<file path="src/rtl/clk_gate_pkg.sv">
package clk_gate_pkg;
  localparam int NUM_LINES = 4;
  localparam int NUM_SRC   = NUM_LINES + 1;

  typedef enum int unsigned {
    SRC_RXD = 0,
    SRC_RTS = 1,
    SRC_DCD = 2,
    SRC_DTR = 3,
    SRC_TXW = 4
  } src_idx_e;

  typedef logic [NUM_SRC-1:0]   src_vec_t;
  typedef logic [NUM_LINES-1:0] line_vec_t;
endpackage

</file>
<file path="src/rtl/line_sync_edge.sv">
module line_sync_edge #(
  parameter int STAGES = 2
) (
  input  logic clk,
  input  logic rst,
  input  logic din,
  output logic toggled
);
  localparam int LAST = STAGES - 1;

  logic [STAGES-1:0] chain_q;
  logic              prev_q;

  always_ff @(posedge clk) begin
    if (rst) begin
      chain_q <= '0;
      prev_q  <= 1'b0;
    end else begin
      chain_q[0] <= din;
      prev_q     <= chain_q[LAST];
    end
  end

  generate
    for (genvar g = 1; g < STAGES; g++) begin : g_stage
      always_ff @(posedge clk) begin
        if (rst) chain_q[g] <= 1'b0;
        else     chain_q[g] <= chain_q[g-1];
      end
    end
  endgenerate

  assign toggled = chain_q[LAST] ^ prev_q;
endmodule

</file>
<file path="src/rtl/activity_detect.sv">
module activity_detect
  import clk_gate_pkg::*;
#(
  parameter int SYNC_STAGES = 2
) (
  input  logic      clk,
  input  logic      rst,
  input  line_vec_t lines,
  input  logic      txw_strobe,
  input  src_vec_t  src_mask,
  output src_vec_t  src_hit,
  output logic      activity
);
  line_vec_t line_edge;

  generate
    for (genvar g = 0; g < NUM_LINES; g++) begin : g_line
      line_sync_edge #(.STAGES(SYNC_STAGES)) u_sync (
        .clk     (clk),
        .rst     (rst),
        .din     (lines[g]),
        .toggled (line_edge[g])
      );
    end
  endgenerate

  assign src_hit  = {txw_strobe, line_edge} & ~src_mask;
  assign activity = |src_hit;
endmodule

</file>
<file path="src/rtl/idle_timer.sv">
module idle_timer #(
  parameter int CNT_W = 16
) (
  input  logic             clk,
  input  logic             rst,
  input  logic             gate_en,
  input  logic [CNT_W-1:0] timeout,
  input  logic             activity,
  output logic             run_en
);
  localparam logic [CNT_W-1:0] ONE = CNT_W'(1);

  logic [CNT_W-1:0] cnt_q;
  logic             gate_q;
  logic             run_q;
  logic             gate_rise;

  assign gate_rise = gate_en & ~gate_q;

  always_ff @(posedge clk) begin
    if (rst) begin
      cnt_q  <= '0;
      gate_q <= 1'b0;
      run_q  <= 1'b0;
    end else begin
      gate_q <= gate_en;
      if (!gate_en) begin
        run_q <= 1'b0;
        cnt_q <= timeout;
      end else if (gate_rise || activity) begin
        run_q <= 1'b1;
        cnt_q <= timeout;
      end else if (timeout == '0) begin
        run_q <= 1'b1;
        cnt_q <= '0;
      end else if (run_q) begin
        if (cnt_q <= ONE) begin
          cnt_q <= '0;
          run_q <= 1'b0;
        end else begin
          cnt_q <= cnt_q - ONE;
        end
      end
    end
  end

  assign run_en = run_q;

  AST_OFF_WHEN_DISABLED: assert property (@(posedge clk) disable iff (rst)
    !gate_en |=> !run_q);
  AST_ACT_RELOADS: assert property (@(posedge clk) disable iff (rst)
    (gate_en && activity) |=> (run_q && cnt_q == $past(timeout)));
  AST_STAYS_STOPPED: assert property (@(posedge clk) disable iff (rst)
    (gate_en && gate_q && !run_q && !activity && timeout != '0) |=> !run_q);
  AST_COUNT_DOWN: assert property (@(posedge clk) disable iff (rst)
    (gate_en && gate_q && run_q && !activity && timeout != '0 && cnt_q > ONE)
      |=> (run_q && cnt_q == $past(cnt_q) - ONE));
  AST_ZERO_NEVER_STOPS: assert property (@(posedge clk) disable iff (rst)
    (gate_en && timeout == '0) |=> run_q);
endmodule

</file>
<file path="src/rtl/idle_clock_gate.sv">
module idle_clock_gate
  import clk_gate_pkg::*;
#(
  parameter int CNT_W       = 16,
  parameter int SYNC_STAGES = 2
) (
  input  logic             clk,
  input  logic             rst,
  input  logic             gate_en,
  input  logic [4:0]       src_mask,
  input  logic [CNT_W-1:0] timeout,
  input  logic             rxd_in,
  input  logic             rts_in,
  input  logic             dcd_in,
  input  logic             dtr_in,
  input  logic             txw_strobe,
  output logic             core_clk_en,
  output logic             clk_running
);
  line_vec_t lines;
  src_vec_t  src_hit;
  logic      activity;
  logic      run_en;

  always_comb begin
    lines          = '0;
    lines[SRC_RXD] = rxd_in;
    lines[SRC_RTS] = rts_in;
    lines[SRC_DCD] = dcd_in;
    lines[SRC_DTR] = dtr_in;
  end

  activity_detect #(.SYNC_STAGES(SYNC_STAGES)) u_detect (
    .clk        (clk),
    .rst        (rst),
    .lines      (lines),
    .txw_strobe (txw_strobe),
    .src_mask   (src_mask),
    .src_hit    (src_hit),
    .activity   (activity)
  );

  idle_timer #(.CNT_W(CNT_W)) u_timer (
    .clk      (clk),
    .rst      (rst),
    .gate_en  (gate_en),
    .timeout  (timeout),
    .activity (activity),
    .run_en   (run_en)
  );

  assign core_clk_en = run_en;
  assign clk_running = run_en;

  AST_MASKED_TX_SILENT: assert property (@(posedge clk) disable iff (rst)
    (src_mask[SRC_TXW] && txw_strobe) |-> !src_hit[SRC_TXW]);
  AST_RESET_OFF: assert property (@(posedge clk)
    $past(rst) |-> !core_clk_en);
endmodule

</file>
<file path="config.mk">
export PLATFORM = sky130hd
export DESIGN_NAME = idle_clock_gate
export DESIGN_NICKNAME = d
export VERILOG_FILES = /design/src/rtl/clk_gate_pkg.sv /design/src/rtl/line_sync_edge.sv /design/src/rtl/activity_detect.sv /design/src/rtl/idle_timer.sv /design/src/rtl/idle_clock_gate.sv
export SDC_FILE = /design/constraint.sdc
export NUM_CORES = 1
export LEC_CHECK = 0
export CAP_MARGIN = 10
export CORE_ASPECT_RATIO = 0.5
export CORE_MARGIN = 2
export CORE_UTILIZATION = 38
export DETAILED_ROUTE_END_ITERATION = 8
export GPL_ROUTABILITY_DRIVEN = 0
export PLACE_DENSITY = 0.67
export REMOVE_ABC_BUFFERS = 1
export SYNTH_ARGS = -nofsm -noshare
export SYNTH_HDL_FRONTEND = slang
export SYNTH_SLANG_ARGS = --single-unit
</file>
<file path="constraint.sdc">
create_clock -name clk -period 2 [get_ports clk]
set_input_delay 0.2 -clock clk [delete_from_list [all_inputs] [get_ports clk]]
set_output_delay 0.2 -clock clk [all_outputs]
set_load 0.01 [all_outputs]
</file>
==> Yosys cells after proc, flatten, opt, wreduce, memory -nomap -nowiden <==
Cells that the tools add are included.
{ "totals": {"memories": 0, "reg_bits": 18, "word_cells": 24, "out_inout_bits": 2, "romBits": 0, "mem_bits_rw": 0, "latchBits": 0} }
{ "op_classes": {"add_sub_neg": 1, "multipliers": 0, "reduce_logical": 4, "n_shift": 0, "n_div": 0, "muxes": 9, "bitwise_logic": 5, "n_eq_ne": 1, "order_cmp": 1} }
{ "ops": {"columns": ["operator", "n"], "rows": [
  ["16-bit two-way mux", 5],
  ["16-bit by 1-bit <= comparator with 1-bit output (second input constant)", 1],
  ["16-bit logical NOT", 1],
  ["16-bit by 1-bit subtractor with 16-bit output (second input constant)", 1],
  ["5-bit bitwise AND", 1],
  ["5-bit inverter", 1],
  ["5-bit OR reduction", 1],
  ["1-bit two-way mux", 4],
  ["4-bit by 1-bit inequality test with 1-bit output (second input constant)", 1],
  ["1-bit inverter", 2],
  ["2-bit OR reduction", 1],
  ["1-bit bitwise AND", 1],
  ["1-bit logical OR", 1]
]} }

==> Longest topological paths before layout <==
Gate-level depths: netlist (run 1).
{ "logic_depth": {"word_depth": 6, "ltp_mapped": 7} }

==> Hierarchy <==
A second synthesis (run 1) with hierarchy kept.
{ "hier_totals": {"cells_unflattened": 171, "hier_area_um2": 1368.8} }
{ "modules_own_cells": {"columns": ["module", "n_inst", "cells_each", "area_each_um2", "seq_area_each_um2"], "rows": [
  ["idle_timer", 1, 154, 1249.9, 360.3],
  ["activity_detect", 1, 8, 66.3, 0.0],
  ["line_sync_edge", 4, 2, 11.3, 0.0],
  ["idle_clock_gate", 1, 1, 7.5, 0.0]
]} }

==> Worst setup path before layout (run 1) <==
No wires, ideal clock.
{ "synth_timing": {"kind": "reg2reg", "from": "register u_timer.cnt_q[0]", "to": "register u_timer.cnt_q[12]", "slack_ps": 320, "path_buffers": 0, "stages_incl_launch_ff": 8, "period_less_slack_ps": 1680, "arrival_time_ps": 1563, "setup_time_ps": 117, "cell_sequence": "dfxtp_1 inv_1 ha_1 and4bb_2 nand4_1 o21ai_0 a21bo_2 a22o_1"} }
{ "synth_between": {"elab_chain_cells": 6} }
{ "synth_lines": {"columns": ["item", "line", "rtl"], "rows": [
  ["start, declared", "idle_timer.sv:13", "logic [CNT_W-1:0] cnt_q;"],
  ["start signal, assigned", "idle_timer.sv:29", "cnt_q <= timeout;"],
  ["start signal, assigned", "idle_timer.sv:32", "cnt_q <= timeout;"],
  ["start signal, assigned", "idle_timer.sv:41", "cnt_q <= cnt_q - ONE;"],
  ["16-bit by 1-bit subtractor with 16-bit output / 16-bit by 1-bit <= comparator with 1-bit output (equally long branches)", "idle_timer.sv:41, idle_timer.sv:37", null],
  ["16-bit two-way mux *", "idle_timer.sv:37", "if (cnt_q <= ONE) begin"],
  ["16-bit two-way mux *", "idle_timer.sv:36", "end else if (run_q) begin"],
  ["16-bit two-way mux *", "idle_timer.sv:33", "end else if (timeout == '0) begin"],
  ["16-bit two-way mux *", "idle_timer.sv:30", "end else if (gate_rise || activity) begin"],
  ["16-bit two-way mux *", "idle_timer.sv:27", "if (!gate_en) begin"]
]} }
Mark *: on every way between the ends. The rest lies on a longest branch, timed or not. The select of a mux whose other input is x is not followed.
A chain may end at the register's enable or synchronous reset.

==> Worst setup path in the final report (run 1) <==
Same ends and word-level chain as after synthesis.

==> results.md, run 1 <==
* Max_slew headroom at 0.469
* Drt total wl at 3790 um
* Die height at 43.3 um
* Largest net degree at the start of global routing at 13
* Layout area overhead at 43.7%
* Synth Cell Area at 1170 um^2
* Syn_area_per_cell at 7.81 um^2
* Netlist cell types at 43
* Startpoint Class: flip-flop
* Hold WS at 0.505 ns
* Total grt overflow at 0
* Worst setup path end: u_timer.cnt_q[12]
* DRC errors left at 0
* Post-CTS sizing at 1
* Synth area leaders: dfxtp_1, nand2_1, nand4_1
* Fin crit share at 0.943
* First-pass GRT wire length at 6240 um
* Clk sinks at 18
* Setup-failing EPs final at 0
* Fmax at 0.530 GHz
* Largest area contributor in the netlist: dfxtp_1
* P_leak at 0.643 nW
* R2R depth at 7
* Starting Density at 0.393
* Hold crit path type: reg -> reg
* Synth top area share at 0.308
* M1 GR Usage at 0.350
* GR Util met3 at 0.0702
* Post-route worst setup slack at 0.115 ns
* Postcts setup bufs at 0
* Post-DRT Antenna Nets at 0
* Clock-pin slew on the worst setup and hold paths at 0.07 ns
* Post-DR vias/cell at 5.96
* Clk_lat worst skew at 0.26 ns
* Crit path kind: reg -> reg
* Worst VDD drop at 316 uV
* Cells after Synth at 150
* Area of the multi-input gates at 787 um^2
* Flop-to-flop setup slack at 0.11 ns
* Initial antenna violation count at 0
* Max Slew Vio Count at 0
* Fraction of synthesis flops using an asynchronous set or reset pin at 0
* Vias in the first global route at 1,271
* Layout Nets at 228
* Max_cap viols at 0
* Initial DRT Pass Iterations at 5
* Initial DRC Count at 178
* Register area at 360 um^2
* Status: complete, no violations
* # rows at 14
* Maximum clock insertion buffer count at 2
* Sum Neg Setup Slack at 0 ns
* Number of synthesized register bits at 18
* Place WS at -0.0693 ns
* Fin util at 0.565
* Power density cells at 578 nW/um^2
* Die area at 3570 um^2
* Drt wl/cell at 16.1 um
* Buffers on Ports at 22
* Fin. Hold Viols at 0
* CP max FO at 7
* Crit path time final at 1.89 ns
* Critical Path RT at 2.16 ns
* Met2 global-route usage at 0.335
* Reg-to-reg startpoint: u_timer.cnt_q[0]
* Crit path launch: u_timer.cnt_q[0]
* DIE WIDTH at 82.5 um
* I/O pin count at 31
* Worst slew pin tran at 0.790 ns
* H-tree Lvls at 1
* Via Count at 1,407
* N_diodes at 0
* DPL Wire Length at 2890 um
* Top FF cell, synth: dfxtp_1
* Layer with the highest usage: met1
* RR Endpoint: u_timer.cnt_q[12]
* CTS tree: built
* RSZ-0062 raised after global routing: no
* Gr usage total at 0.237
* Root cell of the clock tree: clkbuf_8
* Clock skew at 0.00510 ns
* Sequential area share after synthesis at 0.308
* Number of flops mapped to enable cells by yosys at 0
* Fill count at 279
* Layout cell share with drive strength beyond 1 at 0.204
* CTS buffer count at 3
* Critical Path AT at 2.04 ns
* Core Region at 2980 um^2
* CP endpoint kind: flip-flop
* Worst Hold Depth at 2
* Hold_buf cts at 0
* Yosys warns at 7
==> cell usage after synthesis, types with 3 or more instances <==
cell / count
a211oi_1: 3
a21oi_1: 8
a22o_1: 3
buf_4: 3
dfxtp_1: 18
inv_1: 4
nand2_1: 23
nand3_1: 6
nand4_1: 7
nor2_1: 11
nor2b_1: 3
nor3_1: 6
nor4_1: 5
o21ai_0: 8
o31ai_1: 3
or3_1: 3
==> where the power goes <==
group	switching (mW)	internal (mW)	total [mW]
sequential	0.0241	0.382	0.406
combinational	0.132	0.130	0.263
clock	0.129	0.175	0.304
total	0.286	0.687	0.973
==> through the flow <==
step | area (um^2) | cells | power (mW)
floorplan | 1140 | 144 | 0.526
global placement | 1600 | 232 | 0.658
detailed placement | 1600 | 232 | 0.661
CTS | 1660 | 236 | 0.964
global route | 1680 | 236 | 1.02
finish | 1680 | 236 | 0.973
==> critical path, cell delays in order (launching register included) <==
cell,delay [ns]
dfxtp_1,0.35
inv_1,0.16
ha_4,0.20
and4bb_2,0.30
nand4_1,0.16
o21ai_0,0.19
a21bo_2,0.24
a22o_1,0.19
==> sequential cells by signal, indices dropped and copies added, names as in the netlist <==
name            count
u_timer.cnt_q      16
u_timer.gate_q      1
u_timer.run_en      1
==> layout by cell type (no fill, tap or decap), types with 3 or more instances in the layout <==
| cell | synthesis | final |
|---|---|---|
| or3_1 | 3 | 3 |
| inv_1 | 4 | 4 |
| nand3_1 | 6 | 6 |
| nand2_1 | 23 | 23 |
| clkbuf_8 | 0 | 4 |
| a21oi_1 | 8 | 8 |
| a22o_1 | 3 | 3 |
| nor2b_1 | 3 | 3 |
| a211oi_1 | 3 | 3 |
| nor3_1 | 6 | 6 |
| o31ai_1 | 3 | 3 |
| nor4_1 | 5 | 5 |
| nor2_1 | 11 | 11 |
| o21ai_0 | 8 | 8 |
| buf_4 | 3 | 26 |
| dfxtp_1 | 18 | 18 |
| clkdlybuf4s50_1 | 0 | 22 |
| nand4_1 | 7 | 7 |
==> cells by family after synthesis <==
kind of cell    after synthesis  share of synthesized area
simple gates                 74                      0.345
compound gates               44                      0.266
flops                        18                      0.308
buf+inv                      10                     0.0427
mux                           2                     0.0171
fa+ha+maj                     2                     0.0214
==> final cells by class <==
| class | count | share of cell area |
|---|---|---|
| repair buffers | 48 | 0.247 |
| multi-input cells | 122 | 0.468 |
| inverters | 4 | 0.00892 |
| well taps | 40 | 0.0297 |
| clock buffers | 4 | 0.0327 |
| flip-flops and latches | 18 | 0.214 |
==> layer usage <==
layer  wire length, um  part of all wire
met2              1590              0.42
met5                 0                 0
met1              1740              0.46
met3               416              0.11
met4                51             0.013
==> how the worst min path moves through the flow <==
| stage | end | from | slack, ns |
|---|---|---|---|
| 2_1_floorplan | u_timer.cnt_q[10] | rst | 0.27 |
| 3_3_place_gp | u_timer.cnt_q[13] | u_timer.cnt_q[13] | 0.49 |
| 3_5_place_dp | u_timer.cnt_q[13] | u_timer.cnt_q[13] | 0.49 |
| 4_1_cts | u_timer.cnt_q[13] | u_timer.cnt_q[13] | 0.51 |
| 5_1_grt | u_timer.cnt_q[13] | u_timer.cnt_q[13] | 0.53 |
| 6_report | u_timer.cnt_q[13] | u_timer.cnt_q[13] | 0.51 |
(Power assumes the default switching activity.)
==> run 2, diff against run 1 <==
- SLEW_MARGIN: unset -> 5
==> results of run 2 <==
No change in the layout: final DEF, timing and power equal those of run 1.
==> run 3, diff against run 2 <==
- CELL_PAD_IN_SITES_DETAIL_PLACEMENT: unset -> 1
- CELL_PAD_IN_SITES_GLOBAL_PLACEMENT: unset -> 2
- CORE_UTILIZATION: 38 -> 29
- PLACE_DENSITY: 0.67 -> 0.86
- clock period: 2 -> 2.4 ns (I/O delays scaled with it)
==> run 3 against run 2 <==
Against the previous run: global-route usage fell by 3.2 points; critical path type is now in -> reg; clock skew barely moved; first-iteration DRC count down 58%; flip-flop and latch count did not move; critical endpoint is now u_timer.cnt_q[14]; total power down 22%; utilization is 17 points lower; setup slack improved by 0.19 ns; sequential share of layout area is 1.9 points higher.
==> results.md, run 3 (synthesized netlist as in run 1, its figures left out) <==
* Status: complete, no violations (unchanged)
* P_leak at 0.564 nW (was 0.643 nW)
* Maximum clock insertion buffer count at 2 (unchanged)
* Die area at 4590 um^2 (was 3570 um^2)
* CP max FO at 6 (was 7)
* Clock-pin slew on the worst setup and hold paths at 0.07 ns (about the same)
* Post-DR vias/cell at 5.85 (was 5.96)
* Via Count at 1,369 (was 1,407)
* Gr usage total at 0.204 (was 0.237)
* Fill count at 484 (was 279)
* Postcts setup bufs at 0 (unchanged)
* Vias in the first global route at 1,370 (was 1,271)
* Drt total wl at 4260 um (was 3790 um)
* Fmax at 0.478 GHz
* Hold WS at 0.516 ns (was 0.505 ns)
* Setup-failing EPs final at 0 (unchanged)
* Worst VDD drop at 228 uV (was 316 uV)
* Most frequent cells in the layout: nand2_1, clkdlybuf4s50_1, dfxtp_1 (was buf_4, nand2_1, clkdlybuf4s50_1)
* Core Region at 3880 um^2 (was 2980 um^2)
* Fin util at 0.399 (was 0.565)
* Worst slew pin tran at 0.768 ns (was 0.790 ns)
* Root cell of the clock tree: clkbuf_8 (unchanged)
* Crit path time final at 2.09 ns
* Post-Place Cell Area at 1510 um^2 (was 1600 um^2)
* Critical Path AT at 2.22 ns (was 2.04 ns)
* Cell breakdown of the critical path: clkdlybuf4s50_1 > nor4_1 > buf_4 > and4_4 > or3_1 > buf_4 > o41ai_1 (was inv_1 > ha_4 > and4bb_2 > nand4_1 > o21ai_0 > a21bo_2 > a22o_1)
* Fin crit share at 0.872
* Crit path buf inv count at 3 (was 1)
* Post-CTS sizing at 0 (was 1)
* DPL Wire Length at 3390 um (was 2890 um)
* Max_cap viols at 0 (unchanged)
* Buffers on Ports at 22 (unchanged)
* I/O pin count at 31 (unchanged)
* Area of the multi-input gates at 761 um^2 (was 787 um^2)
* Startpoint Class: primary input (was flip-flop)
* RSZ-0062 raised after global routing: no (unchanged)
* Crit path kind: in -> reg (was reg -> reg)
* Crit-path most repeated cell: buf_4
* Sum Neg Setup Slack at 0 ns (unchanged)
* Initial antenna violation count at 0 (unchanged)
* First-pass GRT wire length at 7280 um (was 6240 um)
* Clk_lat worst skew at 0.26 ns (about the same)
* Fin. Hold Viols at 0 (unchanged)
* DRC errors left at 0 (unchanged)
* Total grt overflow at 0 (unchanged)
* Starting Density at 0.302 (was 0.393)
* Largest net degree at the start of global routing at 12 (was 13)
* # rows at 16 (was 14)
* Hold crit path type: reg -> reg (unchanged)
* Register area at 360 um^2 (unchanged)
* Max_slew headroom at 0.484 (was 0.469)
* DIE WIDTH at 93.9 um (was 82.5 um)
* Clock skew at 0.00498 ns (was 0.00510 ns)
* Max Slew Vio Count at 0 (unchanged)
* Filler-free cell count of the finished design at 234 (was 236)
* Hold_buf cts at 0 (unchanged)
* Top reg by flops: u_timer.cnt_q (unchanged)
* Final standard cell area without fillers at 1550 um^2 (was 1680 um^2)
* Total Power at 0.758 mW (was 0.973 mW)
* Placed insts at 231 (was 232)
* Initial DRC Count at 74 (was 178)
* H-tree Lvls at 1 (unchanged)
* Power density cells at 490 nW/um^2 (was 578 nW/um^2)
* CTS tree: built (unchanged)
* N_diodes at 0 (unchanged)
* Worst path top cell family by delay: buffers and inverters (was compound AO/OA/AOI/OAI gates)
* CP endpoint kind: flip-flop (unchanged)
* Layout area overhead at 32.2% (was 43.7%)
* Post-route worst setup slack at 0.308 ns (was 0.115 ns)
* Max reg flops at 16 (unchanged)
* Crit path largest cell delay at 0.50 ns (was 0.35 ns)
* Drt wl/cell at 18.2 um (was 16.1 um)
* Layout cell share with drive strength beyond 1 at 0.111 (was 0.204)
* CTS buffer count at 3 (unchanged)
* Most common cell after layout, fill and taps aside: nand2_1 (was buf_4)
* Initial DRT Pass Iterations at 4 (was 5)
* Clk sinks at 18 (unchanged)
* Die height at 48.9 um (was 43.3 um)
* Crit-path slowest cell: clkdlybuf4s50_1 (was dfxtp_1)
* Post-DRT Antenna Nets at 0 (unchanged)
* Layout Nets at 213 (was 228)
* Critical Path RT at 2.53 ns (was 2.16 ns)
* Place WS at 0.0335 ns (was -0.0693 ns)
## run 3: layout make-up
class | count | area share
Inverter | 4 | 0.00970
Timing Repair Buffer | 33 | 0.196
Sequential cell | 18 | 0.233
Clock buffer | 3 | 0.0267
Tap cell | 54 | 0.0437
Multi-Input combinational cell | 122 | 0.492
## run 3: metal layers
metal  global-route usage  share of wire  vias up
met3               0.0386          0.043        2
li1                     -              -      647
met2                0.321           0.46       41
met5                    0              0        -
met1                0.295           0.49      679
met4               0.0362         0.0045        0
## run 3: tightest hold or removal path, delay by kind of cell (launching register included)
kind,cells,cell delay [ns]
DFF,1,0.32
AOI/OAI and AO/OA,2,0.15
## run 3: worst paths after layout
path                     start           endpoint  slack (ns)  cells after the start
max                 timeout[1]  u_timer.cnt_q[14]        0.31                      7
min reg2reg  u_timer.cnt_q[13]  u_timer.cnt_q[13]        0.52                      2
max reg2reg   u_timer.cnt_q[0]   u_timer.cnt_q[2]        0.39                      6
min          u_timer.cnt_q[13]  u_timer.cnt_q[13]        0.52                      2
## run 3: where the power goes
part	switching, mW	leakage, nW	internal [mW]
logic	0.107	0.393	0.0926
clock network	0.106	0.0216	0.112
registers	0.0232	0.150	0.318
total	0.236	0.564	0.522
